## config.mk

```make
export PLATFORM = sky130hd
export DESIGN_NAME = twi_mem_slave
export DESIGN_NICKNAME = d
export VERILOG_FILES = /design/src/rtl/twi_pkg.sv /design/src/rtl/twi_cond_det.sv /design/src/rtl/twi_addr_ptr.sv /design/src/rtl/twi_mem_slave.sv
export SDC_FILE = /design/constraint.sdc
export NUM_CORES = 1
export LEC_CHECK = 0
export BUFFER_PORTS_ARGS = -buffer_cell sky130_fd_sc_hd__buf_2
export CORE_ASPECT_RATIO = 0.7
export CORE_MARGIN = 1
export CORE_UTILIZATION = 50
export CTS_BUF_LIST = sky130_fd_sc_hd__clkbuf_4 sky130_fd_sc_hd__clkbuf_8
export CTS_CLUSTER_DIAMETER = 40
export DETAILED_ROUTE_END_ITERATION = 16
export PLACE_DENSITY = 0.7
export SYNTH_ARGS = -nofsm -noshare
export SYNTH_HDL_FRONTEND = slang
export SYNTH_SLANG_ARGS = --single-unit
```

## constraint.sdc

```tcl
create_clock -name clk -period 2.9 [get_ports clk]
set_input_delay 0.145 -clock clk [delete_from_list [all_inputs] [get_ports clk]]
set_output_delay 0.145 -clock clk [all_outputs]
set_load 0.01 [all_outputs]
```

## src/rtl/twi_pkg.sv

```systemverilog
package twi_pkg;

  typedef enum logic [2:0] {
    ST_IDLE,
    ST_RX,
    ST_DEC,
    ST_ACK,
    ST_TX,
    ST_MACK
  } twi_st_e;

  typedef enum logic [1:0] {
    PH_CTRL,
    PH_AHI,
    PH_ALO,
    PH_DATA
  } twi_ph_e;

endpackage

```

## src/rtl/twi_cond_det.sv

```systemverilog
module twi_cond_det (
  input  logic clk,
  input  logic rst,
  input  logic scl_i,
  input  logic sda_i,
  output logic start_o,
  output logic stop_o,
  output logic rise_o,
  output logic fall_o
);
  logic scl_q, sda_q, fall_q;

  always_ff @(posedge clk) begin
    if (rst) begin
      scl_q  <= 1'b1;
      sda_q  <= 1'b1;
      fall_q <= 1'b0;
    end else begin
      scl_q  <= scl_i;
      sda_q  <= sda_i;
      fall_q <= scl_q & ~scl_i;
    end
  end

  // start/stop: data moves while clock held high across two samples
  assign start_o = scl_q & scl_i & sda_q & ~sda_i;
  assign stop_o  = scl_q & scl_i & ~sda_q & sda_i;
  assign rise_o  = ~scl_q & scl_i;
  // fall reported one cycle late so output changes sit well inside the low phase
  assign fall_o  = fall_q;
endmodule

```

## src/rtl/twi_addr_ptr.sv

```systemverilog
module twi_addr_ptr #(
  parameter int AW = 12
) (
  input  logic          clk,
  input  logic          rst,
  input  logic          ld_hi,
  input  logic          ld_lo,
  input  logic          inc,
  input  logic [7:0]    byte_i,
  output logic [AW-1:0] ptr_o
);
  localparam int HIW = AW - 8;

  logic [AW-1:0] ptr_q;

  always_ff @(posedge clk) begin
    if (rst) begin
      ptr_q <= '0;
    end else if (ld_hi) begin
      ptr_q[AW-1:8] <= byte_i[HIW-1:0];
    end else if (ld_lo) begin
      ptr_q[7:0] <= byte_i;
    end else if (inc) begin
      ptr_q <= ptr_q + AW'(1);  // natural wrap at top of space
    end
  end

  assign ptr_o = ptr_q;
endmodule

```

## src/rtl/twi_mem_slave.sv

```systemverilog
module twi_mem_slave
  import twi_pkg::*;
#(
  parameter int               AW        = 12,
  parameter int               SELW      = 3,
  parameter logic [6-SELW:0]  TYPE_CODE = 4'b1010
) (
  input  logic            clk,
  input  logic            rst,
  input  logic            scl_i,
  input  logic            sda_i,
  input  logic [SELW-1:0] strap_i,
  output logic            sda_oe_o,
  output logic [AW-1:0]   mem_addr_o,
  output logic [7:0]      mem_wdata_o,
  output logic            mem_we_o,
  output logic            mem_re_o,
  input  logic [7:0]      mem_rdata_i,
  input  logic            mem_busy_i
);
  localparam int BCW = 4;

  logic c_start, c_stop, c_rise, c_fall;
  logic [AW-1:0] ptr;
  logic ld_hi, ld_lo, inc_w, inc_r, dec_ok, ctrl_hit;

  twi_st_e        st;
  twi_ph_e        ph;
  logic [BCW-1:0] bcnt;
  logic [7:0]     sh, tx;
  logic           rw, oe, we, re, re_q, pre, mack;
  logic [7:0]     wdat;
  logic [AW-1:0]  addr;

  twi_cond_det u_cond (
    .clk    (clk),
    .rst    (rst),
    .scl_i  (scl_i),
    .sda_i  (sda_i),
    .start_o(c_start),
    .stop_o (c_stop),
    .rise_o (c_rise),
    .fall_o (c_fall)
  );

  assign dec_ok   = (st == ST_DEC) && c_fall && !c_start && !c_stop && !mem_busy_i;
  assign ctrl_hit = (sh[7:SELW+1] == TYPE_CODE) && (sh[SELW:1] == strap_i);
  assign ld_hi    = dec_ok && (ph == PH_AHI);
  assign ld_lo    = dec_ok && (ph == PH_ALO);
  assign inc_w    = dec_ok && (ph == PH_DATA);
  assign inc_r    = (st == ST_TX) && c_fall && (bcnt == BCW'(8)) && !c_start && !c_stop;

  twi_addr_ptr #(.AW(AW)) u_ptr (
    .clk   (clk),
    .rst   (rst),
    .ld_hi (ld_hi),
    .ld_lo (ld_lo),
    .inc   (inc_w | inc_r),
    .byte_i(sh),
    .ptr_o (ptr)
  );

  always_ff @(posedge clk) begin
    if (rst) begin
      st   <= ST_IDLE;
      ph   <= PH_CTRL;
      bcnt <= '0;
      sh   <= '0;
      tx   <= '0;
      rw   <= 1'b0;
      oe   <= 1'b0;
      we   <= 1'b0;
      re   <= 1'b0;
      re_q <= 1'b0;
      pre  <= 1'b0;
      mack <= 1'b0;
      wdat <= '0;
      addr <= '0;
    end else begin
      we   <= 1'b0;
      re   <= 1'b0;
      pre  <= 1'b0;
      re_q <= re;
      if (re_q) tx <= mem_rdata_i;
      if (pre) begin
        addr <= ptr;          // prefetch the next read byte
        re   <= 1'b1;
      end
      if (c_start) begin
        st   <= ST_RX;
        ph   <= PH_CTRL;
        bcnt <= '0;
        oe   <= 1'b0;
      end else if (c_stop) begin
        st <= ST_IDLE;
        oe <= 1'b0;
      end else begin
        unique case (st)
          ST_RX: begin
            if (c_rise) begin
              sh <= {sh[6:0], sda_i};
              if (bcnt == BCW'(7)) begin
                bcnt <= '0;
                st   <= ST_DEC;
              end else begin
                bcnt <= bcnt + BCW'(1);
              end
            end
          end
          ST_DEC: begin
            if (c_fall) begin
              if (mem_busy_i) begin
                st <= ST_IDLE;      // silent while a write cycle runs
              end else begin
                unique case (ph)
                  PH_CTRL: begin
                    if (ctrl_hit) begin
                      oe <= 1'b1;
                      st <= ST_ACK;
                      rw <= sh[0];
                      if (sh[0]) begin
                        addr <= ptr;
                        re   <= 1'b1;
                      end
                    end else begin
                      st <= ST_IDLE;
                    end
                  end
                  PH_DATA: begin
                    oe   <= 1'b1;
                    st   <= ST_ACK;
                    addr <= ptr;
                    wdat <= sh;
                    we   <= 1'b1;
                  end
                  default: begin
                    oe <= 1'b1;
                    st <= ST_ACK;
                  end
                endcase
              end
            end
          end
          ST_ACK: begin
            if (c_fall) begin
              if (ph == PH_CTRL && rw) begin
                oe   <= ~tx[7];
                tx   <= {tx[6:0], 1'b1};
                bcnt <= BCW'(1);
                st   <= ST_TX;
              end else begin
                oe   <= 1'b0;
                bcnt <= '0;
                st   <= ST_RX;
                unique case (ph)
                  PH_CTRL: ph <= PH_AHI;
                  PH_AHI:  ph <= PH_ALO;
                  default: ph <= PH_DATA;
                endcase
              end
            end
          end
          ST_TX: begin
            if (c_fall) begin
              if (bcnt == BCW'(8)) begin
                oe  <= 1'b0;
                st  <= ST_MACK;
                pre <= 1'b1;
              end else begin
                oe   <= ~tx[7];
                tx   <= {tx[6:0], 1'b1};
                bcnt <= bcnt + BCW'(1);
              end
            end
          end
          ST_MACK: begin
            if (c_rise) mack <= ~sda_i;
            if (c_fall) begin
              if (mack) begin
                oe   <= ~tx[7];
                tx   <= {tx[6:0], 1'b1};
                bcnt <= BCW'(1);
                st   <= ST_TX;
              end else begin
                st <= ST_IDLE;      // master ended the read
              end
            end
          end
          default: ;
        endcase
      end
    end
  end

  assign sda_oe_o    = oe;
  assign mem_addr_o  = addr;
  assign mem_wdata_o = wdat;
  assign mem_we_o    = we;
  assign mem_re_o    = re;
endmodule

```

Yosys cells after proc, flatten, opt, wreduce, memory -nomap -nowiden:

Cells that the tools add are included.

* register bits after elaboration: 67
* bits in latches: 0
* RAM bits: 0
* ROM bits: 0
* word-level logic and storage cells: 182
* memories: 0

* add/sub/neg operators: 2
* multipliers: 0
* div/mod/pow operators: 0
* magnitude comparators: 0
* eq/ne operators: 31
* shifts and indexed selects: 0
* multiplexer cells: 70
* bitwise logic cells: 21
* reductions and logical operators: 38

Operators by type and width (number)
* $mux W12: 9
* $mux W8: 10
* $mux W4: 9
* $mux W3: 11
* $reduce_and A8 Y1: 4
* $mux W1: 24
* $pmux W12 S2: 1
* $pmux W8 S3: 1
* $ne A4 B3 Y1 const B: 5
* $pmux W4 S4: 1
* $pmux W3 S5: 1
* $logic_and A1 B1 Y1: 13
* $not A1 Y1: 13
* $add A12 B1 Y12 const B: 1
* $ne A2 B2 Y1 const B: 6
* $reduce_and A4 Y1: 3
* $ne A2 B1 Y1 const B: 5
* $eq A4 B4 Y1 const B: 2
* $ne A4 B4 Y1 const B: 2
* $reduce_bool A4 Y1: 2
* $and A1 B1 Y1: 7
* $reduce_and A7 Y1: 1
* $reduce_bool A7 Y1: 1
* $eq A3 B2 Y1 const B: 2
* other kinds (22): 28

Logic depth before layout (Yosys ltp):

* word-level depth: 12
* gate-level depth with buffers: 8

By module:

A second synthesis with hierarchy kept.

* cell total of the unflattened synthesis: 399
* area total of the unflattened synthesis: 3570.9 sq um

Modules (own cells, without submodules)
* twi_mem_slave: times used 1, cells each 301, area each 2711.4 sq um, sequential area each 1041.0 sq um
* twi_addr_ptr: times used 1, cells each 89, area each 753.2 sq um, sequential area each 240.2 sq um
* twi_cond_det: times used 1, cells each 9, area each 106.4 sq um, sequential area each 60.1 sq um

Least setup slack after synthesis:

No wires, ideal clock.

* path type: register to register
* start: register st[2]
* end: register u_ptr.ptr_q[1], in the netlist u_ptr.ptr_o[1]
* setup time: 0.128 ns
* arrival time: 1.937 ns
* setup slack: 0.835 ns
* cell stages (with the launch flop): 7
* buffers on the path: 1
* period minus slack after synthesis: 2.065 ns
* path through: dfxtp_1 or4b_4 a211oi_2 buf_2 mux2_2 mux2i_1 nor2_1

* word-level cells in the longest chain between the ends: 9

RTL lines
* from (decl): RTL line twi_mem_slave.sv:27 `twi_st_e st;`
* from (signal assigned): RTL line twi_mem_slave.sv:65 `st <= ST_IDLE;`
* from (signal assigned): RTL line twi_mem_slave.sv:90 `st <= ST_RX;`
* from (signal assigned): RTL line twi_mem_slave.sv:95 `st <= ST_IDLE;`
* $eq A3 B2 Y1: RTL line twi_mem_slave.sv:46 `assign dec_ok = (st == ST_DEC) && c_fall && !c_start && !c_stop && !mem_busy_i;`
* $logic_and A1 B1 Y1 (4 in series): RTL line twi_mem_slave.sv:46
* $logic_and A1 B1 Y1: RTL line twi_mem_slave.sv:50 `assign inc_w = dec_ok && (ph == PH_DATA);`
* $or A1 B1 Y1: RTL line twi_mem_slave.sv:58 `.inc (inc_w | inc_r),`
* $reduce_bool A2 Y1 (no source line)
* $reduce_and A2 Y1 (no source line)
* to (signal, indexed assignment): RTL line twi_addr_ptr.sv:20 `ptr_q[AW-1:8] <= byte_i[HIW-1:0];`
* to (signal assigned): RTL line twi_addr_ptr.sv:22 `ptr_q[7:0] <= byte_i;`
* to (signal assigned): RTL line twi_addr_ptr.sv:24 `ptr_q <= ptr_q + AW'(1);`
* to (decl): RTL line twi_addr_ptr.sv:14 `logic [AW-1:0] ptr_q;`

Parallel ways exist; a longest one is shown, timed or not.
A chain may end at the register's enable or synchronous reset.

Worst setup path after layout:

* start: register st[2]
* end: register addr[11], in the netlist mem_addr_o[11]

* word-level cells in the longest chain between the ends: 4

RTL lines
* $eq A3 B2 Y1: RTL line twi_mem_slave.sv:98 `unique case (st)`
* $mux W12: RTL line twi_mem_slave.sv:98
* $mux W12: RTL line twi_mem_slave.sv:94 `end else if (c_stop) begin`
* $mux W12: RTL line twi_mem_slave.sv:89 `if (c_start) begin`
* to (signal assigned): RTL line twi_mem_slave.sv:86 `addr <= ptr;`
* to (signal assigned): RTL line twi_mem_slave.sv:122 `addr <= ptr;`
* to (signal assigned): RTL line twi_mem_slave.sv:132 `addr <= ptr;`
* to (decl): RTL line twi_mem_slave.sv:33 `logic [AW-1:0] addr;`

No other way between the ends.

==> flow_summary.yaml <==
run_status:
  status: "complete, no violations"
sta:
  setup_violations: 0
  final.setup_skew_ns: 0.0103
  hold_violations: 0
  setup_ws_ns: 0.388
  layout_worst_path_cycle_share_pct: 86.6
  tightest_slew_ns: 0.851
  setup-tns-final_ns: 0
  rsz0062_at_grt: "no"
  drv_slew: 0
  fmax_mhz: 398
  relSlewSlack_pct: 42.6
  fin_crit_ns: 2.51
hold_path:
  min_path_type: "in2reg"
  whs_path_depth: 2
logic_synthesis:
  synth_area_leaders: "dfxtp_1 (38%), a22o_1 (4.8%), nor2_1 (4.5%)"
  synth_top_flop_cell: "dfxtp_1"
  synth_common_cells: "dfxtp_1 (67), nor2_1 (42), nand2_1 (32), a21oi_1 (28), o21ai_0 (21)"
  synth_most_common_cell: "dfxtp_1"
  synth_enable_flop_cells: 0
  syn-mean-instance-area_um2: 8.88
  synth_area_mm2: 0.00349
  yosys.area.top_type: "dfxtp_1"
  yosys_warnings: 0
  synth.distinct_cells: 64
  yosys.area.top_type_share_pct: 38.4
  ys_ff_latch: 67
  async_flop_share_pct: 0
  yosysSeqAreaShare_pct: 38.4
  synthCells: 393
  synthesis.nets: 418
worst_setup_path:
  crit_type: "reg2reg"
  endpoint: "mem_addr_o[11]"
  critPathMaxFanout: 18
  end_kind: "flip-flop"
  reg2reg_slack_ns: 0.39
  reg2reg_depth: 5
  crit_chain: "or4b_4 -> a2111oi_4 -> nor2_1 -> nor3_2 -> a22o_1"
  r2r_end: "mem_addr_o[11]"
  critPathSlowestCell: "or4b_4"
  worstSetupStartpoint: "st[2]"
  max_stage_delay_ns: 0.65
  r2r_start: "st[2]"
  required_ns: 3.19
  start_kind: "flip-flop"
  worst-endpoint-arrival_ns: 2.81
flow_run:
  max-cap-violations: 0
cts:
  clock_sinks: 67
  cts_buffers: 9
  cts_tree: "yes"
  clk_pin_slew_ns: 0.07
  cts-root-buf: "clkbuf_8"
  holdBufCountCts: 0
  clock_path_buffers: 2
  htreeDepth: 3
  cts_setup_buffers: 0
  clk_latency_ns: 0.36
  cts_resized: 0
floorplan:
  pin_count: 39
  start_util_pct: 51.7
  num_rows: 25
  core_area_mm2: 0.00676
  design.die.area_mm2: 0.00733
  die_height_um: 71.9
  die_w_um: 102
global_route:
  grt_pass1_vias: 2914
  grt_first_pass_wirelength_um: 14700
  grt_max_degree: 41
  grt_use_total_pct: 26.3
  grt-ovfl-total: 0
  antenna_found_initial: 0
route:
  dr.pass1.iters: 5
  drt_iter0_drc: 269
  ant_nets: 0
  viasPerCell: 5.99
  vias: 3169
  routedWlPerCell_um: 16.5
  drt_wl_total_um: 8750
  drc: 0
pwr:
  power.total_mw: 1.74
  intPower_mw: 1.29
  clockPowerShare_pct: 42.1
  switching_share_pct: 25.5
  p_sw_mw: 0.443
  seq_power_share_pct: 53.7
  p_leak_nw: 1.56
  power_frac_comb_pct: 4.1
  irDropWorstVdd_v: 0.000383
  power_density_mw_per_mm2: 440
finish:
  syn_to_final_growth_pct: 13.0
  final_util_pct: 58.4
  drive_above_1_share_pct: 19.1
  finalNetCount: 455
  antenna_cells: 0
placed_design:
  numPortBuffers: 38
  dp_hpwl_um: 6270
  place_congestion: 0.940
  post-place-ws_ns: 0.412
==> final cells by class <==
| class | count | area (µm²) |
|---|---|---|
| well taps | 94 | 118 |
| clock inverters | 5 | 37.5 |
| inverters | 10 | 37.5 |
| fillers | 616 | 2810 |
| clock buffers | 11 | 145 |
| multi-input cells | 297 | 2020 |
| flip-flops and latches | 67 | 1340 |
| repair buffers | 45 | 243 |
==> registers in the layout (all words and copies together), names as in the netlist <==
signal and flops:
bcnt 4, mack 1, mem_addr_o 12, mem_re_o 1, mem_wdata_o 8, mem_we_o 1
ph 2, pre 1, re_q 1, rw 1, sda_oe_o 1, sh 8
st 3, tx 8, u_cond.fall_o 1, u_cond.scl_q 1, u_cond.sda_q 1, u_ptr.ptr_o 12
==> cell usage in the layout (no fill, tap or decap), types with 3 or more instances in the layout <==
master,netlist,layout
a21o_1,3,3
nand4_1,4,4
a21oi_1,28,28
buf_2,4,38
nand3_1,9,9
nor2_1,42,42
xor2_1,5,5
inv_1,10,10
nand2_1,32,32
nand2b_1,7,7
and2_1,3,3
ha_1,9,9
dfxtp_1,67,67
o21ai_0,21,21
mux2_2,10,10
o31ai_1,6,6
nor3_1,6,6
nor3b_1,3,3
nand3b_1,4,4
a211o_1,3,3
a211oi_1,6,6
nor4_1,4,4
a22o_1,19,19
buf_4,1,7
nor2b_1,6,6
or3_1,3,3
mux2i_1,11,11
o22ai_1,3,3
and3b_1,3,3
a32o_1,3,3
clkbuf_8,0,10
o41ai_1,4,4
==> power groups by stage <==
stage / sequential (mW) / clock, mW / combinational (mW)
finish: 0.933 / 0.731 / 0.0715
global route: 0.933 / 0.782 / 0.0776
CTS: 0.932 / 0.745 / 0.0704
detailed placement: 0.953 / 0 / 0.0699
global placement: 0.954 / 0 / 0.0689
floorplan: 0.947 / 0 / 0.0512
==> worst max-delay path: cells and delay by family (launching register included) <==
family,cells,cell delay [ns]
AO/OA/AOI/OAI,2,0.63
flip-flops,1,0.50
AND/OR/NAND/NOR,3,1.32
==> stage by stage <==
stage	area (µm²)	hold slack, ns	instances
5_1_grt	3950	0.0821	529
4_1_cts	3950	0.0660	529
2_1_floorplan	3490	0.265	393
3_3_place_gp	3760	0.443	513
3_5_place_dp	3760	0.443	513
6_report	3950	0.0900	529
==> kinds of logic after synthesis <==
| family | Yosys count | synth area share (%) |
|---|---|---|
| compound gates | 120 | 25.3 |
| xor+xnor | 7 | 1.76 |
| fa+ha+maj | 9 | 3.23 |
| buf+inv | 29 | 3.58 |
| flops | 67 | 38.4 |
| mux | 21 | 6.38 |
| simple gates | 140 | 21.3 |
==> routing by layer <==
metal | vias up | global-route usage, % | wire length (µm)
li1 | 1534 | - | -
met1 | 1502 | 40.0 | 4420
met2 | 129 | 35.1 | 3560
met3 | 4 | 7.42 | 726
met4 | 0 | 8.73 | 40
met5 | - | 0 | 0
==> worst min path at each step <==
stage / start / endpoint / slack, ns
detailed placement: scl_i / u_cond.scl_q / 0.44
global placement: scl_i / u_cond.scl_q / 0.44
CTS: scl_i / u_cond.scl_q / 0.07
global route: scl_i / u_cond.scl_q / 0.08
floorplan: scl_i / u_cond.scl_q / 0.27
finish: scl_i / u_cond.scl_q / 0.09
(Power assumes the default switching activity.)
